`src/rtl/cfg_pkg.sv`:
```
package cfg_pkg;
  typedef struct packed {
    logic       pipe;
    logic       rws;
    logic       wws;
    logic [3:0] bank;
  } main_cfg_t;

  localparam logic [3:0] BANK_LATE_CODE = 4'hC;
  localparam main_cfg_t  MAIN_RST = '{pipe: 1'b0, rws: 1'b1, wws: 1'b1, bank: 4'hF};
endpackage

```
`src/rtl/cfg_port_decode.sv`:
```
module cfg_port_decode #(
  parameter int ADDR_W    = 10,
  parameter int IDX_PORT  = 'h22,
  parameter int DATA_PORT = 'h24,
  parameter int BASE      = 'h10,
  parameter int NREG      = 7
) (
  input  logic              clk,
  input  logic              rst_n,
  input  logic [ADDR_W-1:0] io_addr,
  input  logic [7:0]        io_wdata,
  input  logic              io_wr,
  input  logic              io_rd,
  output logic              idx_vld,
  output logic [NREG-1:0]   sel,
  output logic              dwr,
  output logic              drd
);
  localparam logic [ADDR_W-1:0] IDX_A  = ADDR_W'(IDX_PORT);
  localparam logic [ADDR_W-1:0] DATA_A = ADDR_W'(DATA_PORT);

  logic [7:0] idx_q;
  logic       iwr;
  logic       dacc;

  assign iwr  = io_wr && (io_addr == IDX_A);
  assign dacc = (io_wr || io_rd) && (io_addr == DATA_A);
  assign dwr  = io_wr && (io_addr == DATA_A);
  assign drd  = io_rd && !io_wr && (io_addr == DATA_A);

  always_ff @(posedge clk) begin
    if (!rst_n) begin
      idx_q   <= 8'h00;
      idx_vld <= 1'b0;
    end else if (iwr) begin
      idx_q   <= io_wdata;
      idx_vld <= 1'b1;
    end else if (dacc) begin
      idx_vld <= 1'b0;
    end
  end

  for (genvar g = 0; g < NREG; g++) begin : g_sel
    assign sel[g] = idx_vld && (idx_q == 8'(BASE + g));
  end
endmodule

```
`src/rtl/cfg_main_reg.sv`:
```
module cfg_main_reg
  import cfg_pkg::*;
#(
  parameter bit REV = 1'b1
) (
  input  logic       clk,
  input  logic       rst_n,
  input  logic       we,
  input  logic [7:0] wdata,
  output main_cfg_t  q,
  output logic [7:0] rdata
);
  logic bank_ok;

  assign bank_ok = REV || (wdata[3:0] != BANK_LATE_CODE);

  always_ff @(posedge clk) begin
    if (!rst_n) begin
      q <= MAIN_RST;
    end else if (we) begin
      q.pipe <= REV ? wdata[6] : 1'b0;
      q.rws  <= wdata[5];
      q.wws  <= wdata[4];
      if (bank_ok) q.bank <= wdata[3:0];
    end
  end

  assign rdata = {REV, q.pipe, q.rws, q.wws, q.bank};
endmodule

```
`src/rtl/cfg_plain_regs.sv`:
```
module cfg_plain_regs #(
  parameter int N = 6
) (
  input  logic         clk,
  input  logic         rst_n,
  input  logic [N-1:0] we,
  input  logic [7:0]   wdata,
  output logic [N*8-1:0] q
);
  for (genvar g = 0; g < N; g++) begin : g_byte
    always_ff @(posedge clk) begin
      if (!rst_n)     q[g*8 +: 8] <= 8'h00;
      else if (we[g]) q[g*8 +: 8] <= wdata;
    end
  end
endmodule

```
`src/rtl/cfg_index_port.sv`:
```
module cfg_index_port
  import cfg_pkg::*;
#(
  parameter int ADDR_W    = 10,
  parameter int IDX_PORT  = 'h22,
  parameter int DATA_PORT = 'h24,
  parameter int BASE      = 'h10,
  parameter int NREG      = 7,
  parameter bit REV       = 1'b1
) (
  input  logic              clk,
  input  logic              rst_n,
  input  logic [ADDR_W-1:0] io_addr,
  input  logic [7:0]        io_wdata,
  input  logic              io_wr,
  input  logic              io_rd,
  output logic [7:0]        rd_data,
  output logic              rd_valid,
  output logic              pipe_en,
  output logic              rd_ws,
  output logic              wr_ws,
  output logic [3:0]        bank_cfg
);
  localparam int NPLAIN = NREG - 1;

  logic              idx_vld;
  logic [NREG-1:0]   sel;
  logic              dwr;
  logic              drd;
  main_cfg_t         main_q;
  logic [7:0]        main_rd;
  logic [NPLAIN*8-1:0] plain_q;
  logic [7:0]        rmux;

  cfg_port_decode #(
    .ADDR_W(ADDR_W), .IDX_PORT(IDX_PORT), .DATA_PORT(DATA_PORT),
    .BASE(BASE), .NREG(NREG)
  ) u_dec (
    .clk(clk), .rst_n(rst_n), .io_addr(io_addr), .io_wdata(io_wdata),
    .io_wr(io_wr), .io_rd(io_rd), .idx_vld(idx_vld), .sel(sel),
    .dwr(dwr), .drd(drd)
  );

  cfg_main_reg #(.REV(REV)) u_main (
    .clk(clk), .rst_n(rst_n), .we(dwr && sel[0]), .wdata(io_wdata),
    .q(main_q), .rdata(main_rd)
  );

  cfg_plain_regs #(.N(NPLAIN)) u_plain (
    .clk(clk), .rst_n(rst_n), .we(sel[NREG-1:1] & {NPLAIN{dwr}}),
    .wdata(io_wdata), .q(plain_q)
  );

  always_comb begin
    rmux = 8'hFF;
    if (sel[0]) rmux = main_rd;
    for (int i = 1; i < NREG; i++) begin
      if (sel[i]) rmux = plain_q[(i-1)*8 +: 8];
    end
  end

  always_ff @(posedge clk) begin
    if (!rst_n) begin
      rd_data  <= 8'hFF;
      rd_valid <= 1'b0;
    end else begin
      rd_valid <= drd;
      if (drd) rd_data <= rmux;
    end
  end

  assign pipe_en  = main_q.pipe;
  assign rd_ws    = main_q.rws;
  assign wr_ws    = main_q.wws;
  assign bank_cfg = main_q.bank;
endmodule

```
`config.mk`:
```
export PLATFORM = sky130hd
export DESIGN_NAME = cfg_index_port
export DESIGN_NICKNAME = d
export VERILOG_FILES = /design/src/rtl/cfg_pkg.sv /design/src/rtl/cfg_port_decode.sv /design/src/rtl/cfg_main_reg.sv /design/src/rtl/cfg_plain_regs.sv /design/src/rtl/cfg_index_port.sv
export SDC_FILE = /design/constraint.sdc
export NUM_CORES = 1
export LEC_CHECK = 0
export ABC_AREA = 1
export ABC_CLOCK_PERIOD_IN_PS = 1700
export BUFFER_PORTS_ARGS = -buffer_cell sky130_fd_sc_hd__buf_2
export CORE_MARGIN = 2
export CORE_UTILIZATION = 47
export DETAILED_ROUTE_END_ITERATION = 7
export PLACE_DENSITY = 0.7
export SLEW_MARGIN = 20
export SYNTH_ARGS = -nofsm -noshare
export SYNTH_HDL_FRONTEND = slang
export SYNTH_SLANG_ARGS = --single-unit
```
`constraint.sdc`:
```
create_clock -name clk -period 1.7 [get_ports clk]
set_input_delay 0.17 -clock clk [delete_from_list [all_inputs] [get_ports clk]]
set_output_delay 0.17 -clock clk [all_outputs]
set_load 0.02 [all_outputs]
```
After elaboration in Yosys (flattened, before gate mapping)
Index checks and enable logic that the tools add are counted.
{"block": "totals", "elab_cells": 49, "inputBits": 22, "register_bits": 73, "out_inout_bits": 16}
{"block": "op_classes", "eq_ne": 9, "mux": 9, "n_bitwise": 1, "n_reduce_logical": 16}
{"cell": "8-bit by 5-bit equality test with 1-bit output (second input constant)", "count": 7}
{"cell": "8-bit two-way mux", "count": 6}
{"cell": "10-bit by 6-bit equality test with 1-bit output (second input constant)", "count": 2}
{"cell": "1-bit logical AND", "count": 13}
{"cell": "7-bit two-way mux", "count": 1}
{"cell": "6-bit bitwise AND", "count": 1}
{"cell": "1-bit two-way mux", "count": 2}
{"cell": "2-bit nonzero test", "count": 1}
{"cell": "1-bit logical NOT", "count": 1}
{"cell": "1-bit logical OR", "count": 1}

Longest topological paths before layout
{"block": "logic_depth", "word_depth": 9, "depth_mapped": 11, "depth_no_buf": 10}

Hierarchy
A second synthesis with hierarchy kept.
{"block": "unflattened", "cells_unflattened": 604, "area_unflattened_um2": 3946.3}
{"module": "cfg_plain_regs", "area_per_inst_um2": 1971.9, "cells_each": 265, "seq_area_each_um2": 960.9, "instances": 1}
{"module": "cfg_index_port", "area_per_inst_um2": 996.0, "cells_each": 197, "seq_area_each_um2": 180.2, "instances": 1}
{"module": "cfg_port_decode", "area_per_inst_um2": 663.1, "cells_each": 101, "seq_area_each_um2": 180.2, "instances": 1}
{"module": "cfg_main_reg", "area_per_inst_um2": 315.3, "cells_each": 41, "seq_area_each_um2": 140.1, "instances": 1}

Least setup slack after synthesis
No wires, ideal clock.
{"block": "synth_timing", "path_type": "flip-flop to flip-flop", "start": "register u_dec.idx_q[5]", "end": "register rd_data[5]", "stages_incl_launch_ff": 9, "period_less_slack_ns": 1.399, "n_path_buf": 1, "path_slack_ns": 0.301, "arrival_time_ns": 1.284, "required_time_ns": 1.585, "setup_time_ns": 0.115, "path_cell_list": "dfxtp_1 inv_1 nand2_1 nor2_2 buf_4 nand3_1 or2_2 nand4_1 nand2_1"}
{"block": "synth_between", "elab_chain_len": 9, "word_cells_on_any_way": 21, "classes_between": "eq/ne: 7; mux: 7; reduce/logical: 7"}
{"item": "start: declaration", "line_no": "cfg_port_decode.sv:22", "source": "logic [7:0] idx_q;"}
{"item": "start signal: assignment", "line_no": "cfg_port_decode.sv:36", "source": "idx_q <= io_wdata;"}
{"item": "8-bit by 5-bit equality test with 1-bit output", "line_no": "cfg_port_decode.sv:44", "source": "assign sel[g] = idx_vld && (idx_q == 8'(BASE + g));"}
{"item": "1-bit logical AND", "line_no": "cfg_port_decode.sv:44"}
{"item": "7-bit two-way mux", "line_no": "cfg_index_port.sv:56", "source": "if (sel[0]) rmux = main_rd;"}
{"item": "8-bit two-way mux (5 in series)", "line_no": "cfg_index_port.sv:58", "source": "if (sel[i]) rmux = plain_q[(i-1)*8 +: 8];"}
{"item": "8-bit two-way mux (*)", "line_no": "cfg_index_port.sv:58"}
{"item": "end signal: assignment", "line_no": "cfg_index_port.sv:68", "source": "if (drd) rd_data <= rmux;"}
{"item": "end: declaration", "line_no": "cfg_index_port.sv:17", "source": "output logic [7:0] rd_data,"}
Mark *: on every way between the ends. The rest lies on a longest branch, timed or not.
A chain may end at the register's enable or synchronous reset.

Worst setup path in the final report
{"block": "layout_timing", "start": "register u_dec.idx_q[1]", "end": "register u_plain.q[15]"}
{"block": "layout_between", "elab_chain_len": 3}
{"item": "8-bit by 5-bit equality test with 1-bit output", "line_no": "cfg_port_decode.sv:44"}
{"item": "1-bit logical AND", "line_no": "cfg_port_decode.sv:44"}
{"item": "6-bit bitwise AND", "line_no": "cfg_index_port.sv:50", "source": ".clk(clk), .rst_n(rst_n), .we(sel[NREG-1:1] & {NPLAIN{dwr}}),"}
{"item": "end signal: indexed assignment", "line_no": "cfg_plain_regs.sv:13", "source": "else if (we[g]) q[g*8 +: 8] <= wdata;"}
{"item": "end: declaration", "line_no": "cfg_plain_regs.sv:8", "source": "output logic [N*8-1:0] q"}
No other way between the ends.

==> flow_summary.ini <==
[detailed_routing]
drt_iter0_markers = 221
dr.pass1.iters = 5
ant_nets = 0
vias_per_cell = 5.346
post-route-drc-count = 0
finalWirelength_mm = 8.558
post_drt_wl_per_cell_um = 15.20
vias = 3010

[sta]
period_needed_ns = 1.589
fin_worst_skew_ns = 0.009927
rsz0062_at_grt = yes
finalSetupViolCount = 0
final_hold_viol_count = 0
min_period_over_period_pct = 93.48
tightest_slew_ns = 0.5896
slew_headroom_pct = 60.65
max_freq_mhz = 629.2
slew_violations = 0

[cells_and_area]
final-seq-area_um2 = 1461
fin_area_um2 = 3896
fillCellCount = 633
multiInputGateArea_um2 = 1524
post-route-util_pct = 57.35
n_antenna_cell = 0
syn_to_final_growth_pct = 18.67
drive_gt1_share_pct = 23.98
final_net_count = 484

[die]
initial_core_util_pct = 48.32
rows = 30
die_area_um2 = 7670
ios = 38
coreArea_um2 = 6794
chipWidth_um = 87.58
chipHeight_um = 87.58

[clocking]
clk_pin_slew_ns = 0.08
clock_latency_ns = 0.36
holdBufCountCts = 0
clockBufferDepth = 2
cts.sinks = 73
cts_buffers = 9
cts_root_buf = clkbuf_8
cts_tree = done
h-tree-depth = 3

[synth]
postSynthCellCount = 417
synthTopCellsByCount = dfxtp_1, a21oi_1, o21ai_0, inv_1, nor2_1
synth_edf_count = 0
ys_seq_area_share_pct = 44.51
ys_types = 28
synth_area_per_cell_um2 = 7.873
synth_top_area_share_pct = 44.51
yosys_warnings = 0
synth_seq_cells = 73
synthArstFlopShare_pct = 0
synth_area_um2 = 3283
syn_nets = 439
ys.flop_type = dfxtp_1
synth.most_common_cell = dfxtp_1
synthTopCellsByArea = dfxtp_1, a21oi_1, o21ai_0
synth_top_cell_by_area = dfxtp_1

[setup_path]
endpoint_kind = flip-flop
cp.arrival_ns = 1.87
r2r-start = u_dec.idx_q[1]
r2r_slack_ns = 0.11
start_kind = flip-flop
critPathMaxFanout = 16
cp.required_ns = 1.98
r2r-end = u_plain.q[15]
worstRegToRegCells = 6
path_class = reg2reg

[grt]
grt_usage_pct = 22.97
overflow = 0
antenna_found_initial = 0
grt_max_degree = 30
grt_pass1_vias = 2669
grt_pass1_wl_mm = 13.20

[hold_path]
whs_path_depth = 3
hold_end = u_main.q[5]
hold_path.class = in2reg
min-delay-start = io_wdata[5]

[placed_design]
io_buffers = 37
post-dp-hpwl_mm = 5.622
place_area_um2 = 3537
gp_congestion = 0.8362

[status]
status = finished clean

[pwr]
vdd_drop_max_v = 0.0004493
power_density_nw_per_um2 = 891.2
leakagePower_uw = 0.001547
total_power_uw = 3472

[run]
cap_violations = 0
[repair_timing]
| item | 4_1_cts | 5_1_grt |
|---|---|---|
| setup endpoints to repair | 0 | 32 |
| resized for setup | 0 | 4 |
| setup buffers | 0 | 8 |
[cells by family after synthesis]
kind of cell	count (synthesis)	synth area share, %
and+or+nand+nor	137	24.01
AOI/OAI and AO/OA	140	21.84
buffers and inverters	67	9.642
DFF	73	44.51
[registers in the layout, indices dropped and copies added (netlist names)]
name,count
u_plain.q,48
rd_data,8
u_dec.idx_q,8
u_main.q,7
rd_valid,1
u_dec.idx_vld,1
[worst max-delay path by stage]
| stage | start | to | slack (ns) | cells past startpoint |
|---|---|---|---|---|
| after global placement | io_addr[0] | u_plain.q[2] | 0.12 | 8 |
| after floorplan | u_dec.idx_q[5] | rd_data[5] | 0.30 | 8 |
| after detailed placement | u_dec.idx_q[5] | rd_data[5] | 0.08 | 8 |
| after CTS | u_dec.idx_q[4] | rd_data[5] | 0.03 | 7 |
| after global routing | u_dec.idx_q[1] | u_plain.q[11] | -0.02 | 6 |
| final | u_dec.idx_q[1] | u_plain.q[15] | 0.11 | 6 |
[cell usage in the layout (no fill, tap or decap), drive strengths merged]
cell      instances
a21oi            71
a31oi             1
buf              54
bufinv            3
clkbuf            9
clkinv            2
clkinvlp          2
dfxtp            73
inv              46
nand2            22
nand3            20
nand4            27
nor2             49
nor3              6
o21a              1
o21ai            65
o21bai            2
or2              14
[power by group]
part | total, uW | internal [uW] | switching [uW]
Sequential | 1710 | 1710 | 0.164
Clock | 1650 | 974 | 678
Combinational | 113 | 32.6 | 80.0
Total | 3470 | 2710 | 758
[routing by layer]
layer | routed length, um | global-route usage (%) | vias to the layer above | share of wire (%)
met5 | 0 | 0 | - | 0
li1 | - | - | 1516 | -
met2 | 4112 | 36.71 | 81 | 48
met4 | 205 | 10.63 | 0 | 2.4
met1 | 3861 | 30.52 | 1399 | 45
met3 | 380 | 3.676 | 14 | 4.4
[area by class of cell]
cell class                      count  share of cell area (%)
Tap cell                           96                   3.083
Inverter                           46                   4.432
Timing Repair Buffer               54                   9.634
Clock buffer                        9                   3.179
Multi-Input combinational cell    278                   39.11
Clock inverter                      7                   3.051
Sequential cell                    73                   37.51
[stage by stage]
stage	TNS [ns]	worst slack [ns]	std cells	hold slack, ns
3_5_place_dp	0	0.07765	538	0.4030
5_1_grt	-0.05627	-0.02257	563	0.04915
3_3_place_gp	0	0.1155	538	0.3971
2_1_floorplan	0	0.3012	417	0.2964
6_report	0	0.1108	563	0.03929
4_1_cts	0	0.02793	554	0.02933
[critical path, cell delays in order, from the launching register on]
cell and delay, ns:
dfxtp_1 0.48, inv_2 0.10, nor2_4 0.22, nand3_2 0.17, nor2_4 0.29, o21ai_0 0.12, a21oi_1 0.14
Power figures use the tool's default switching activity.
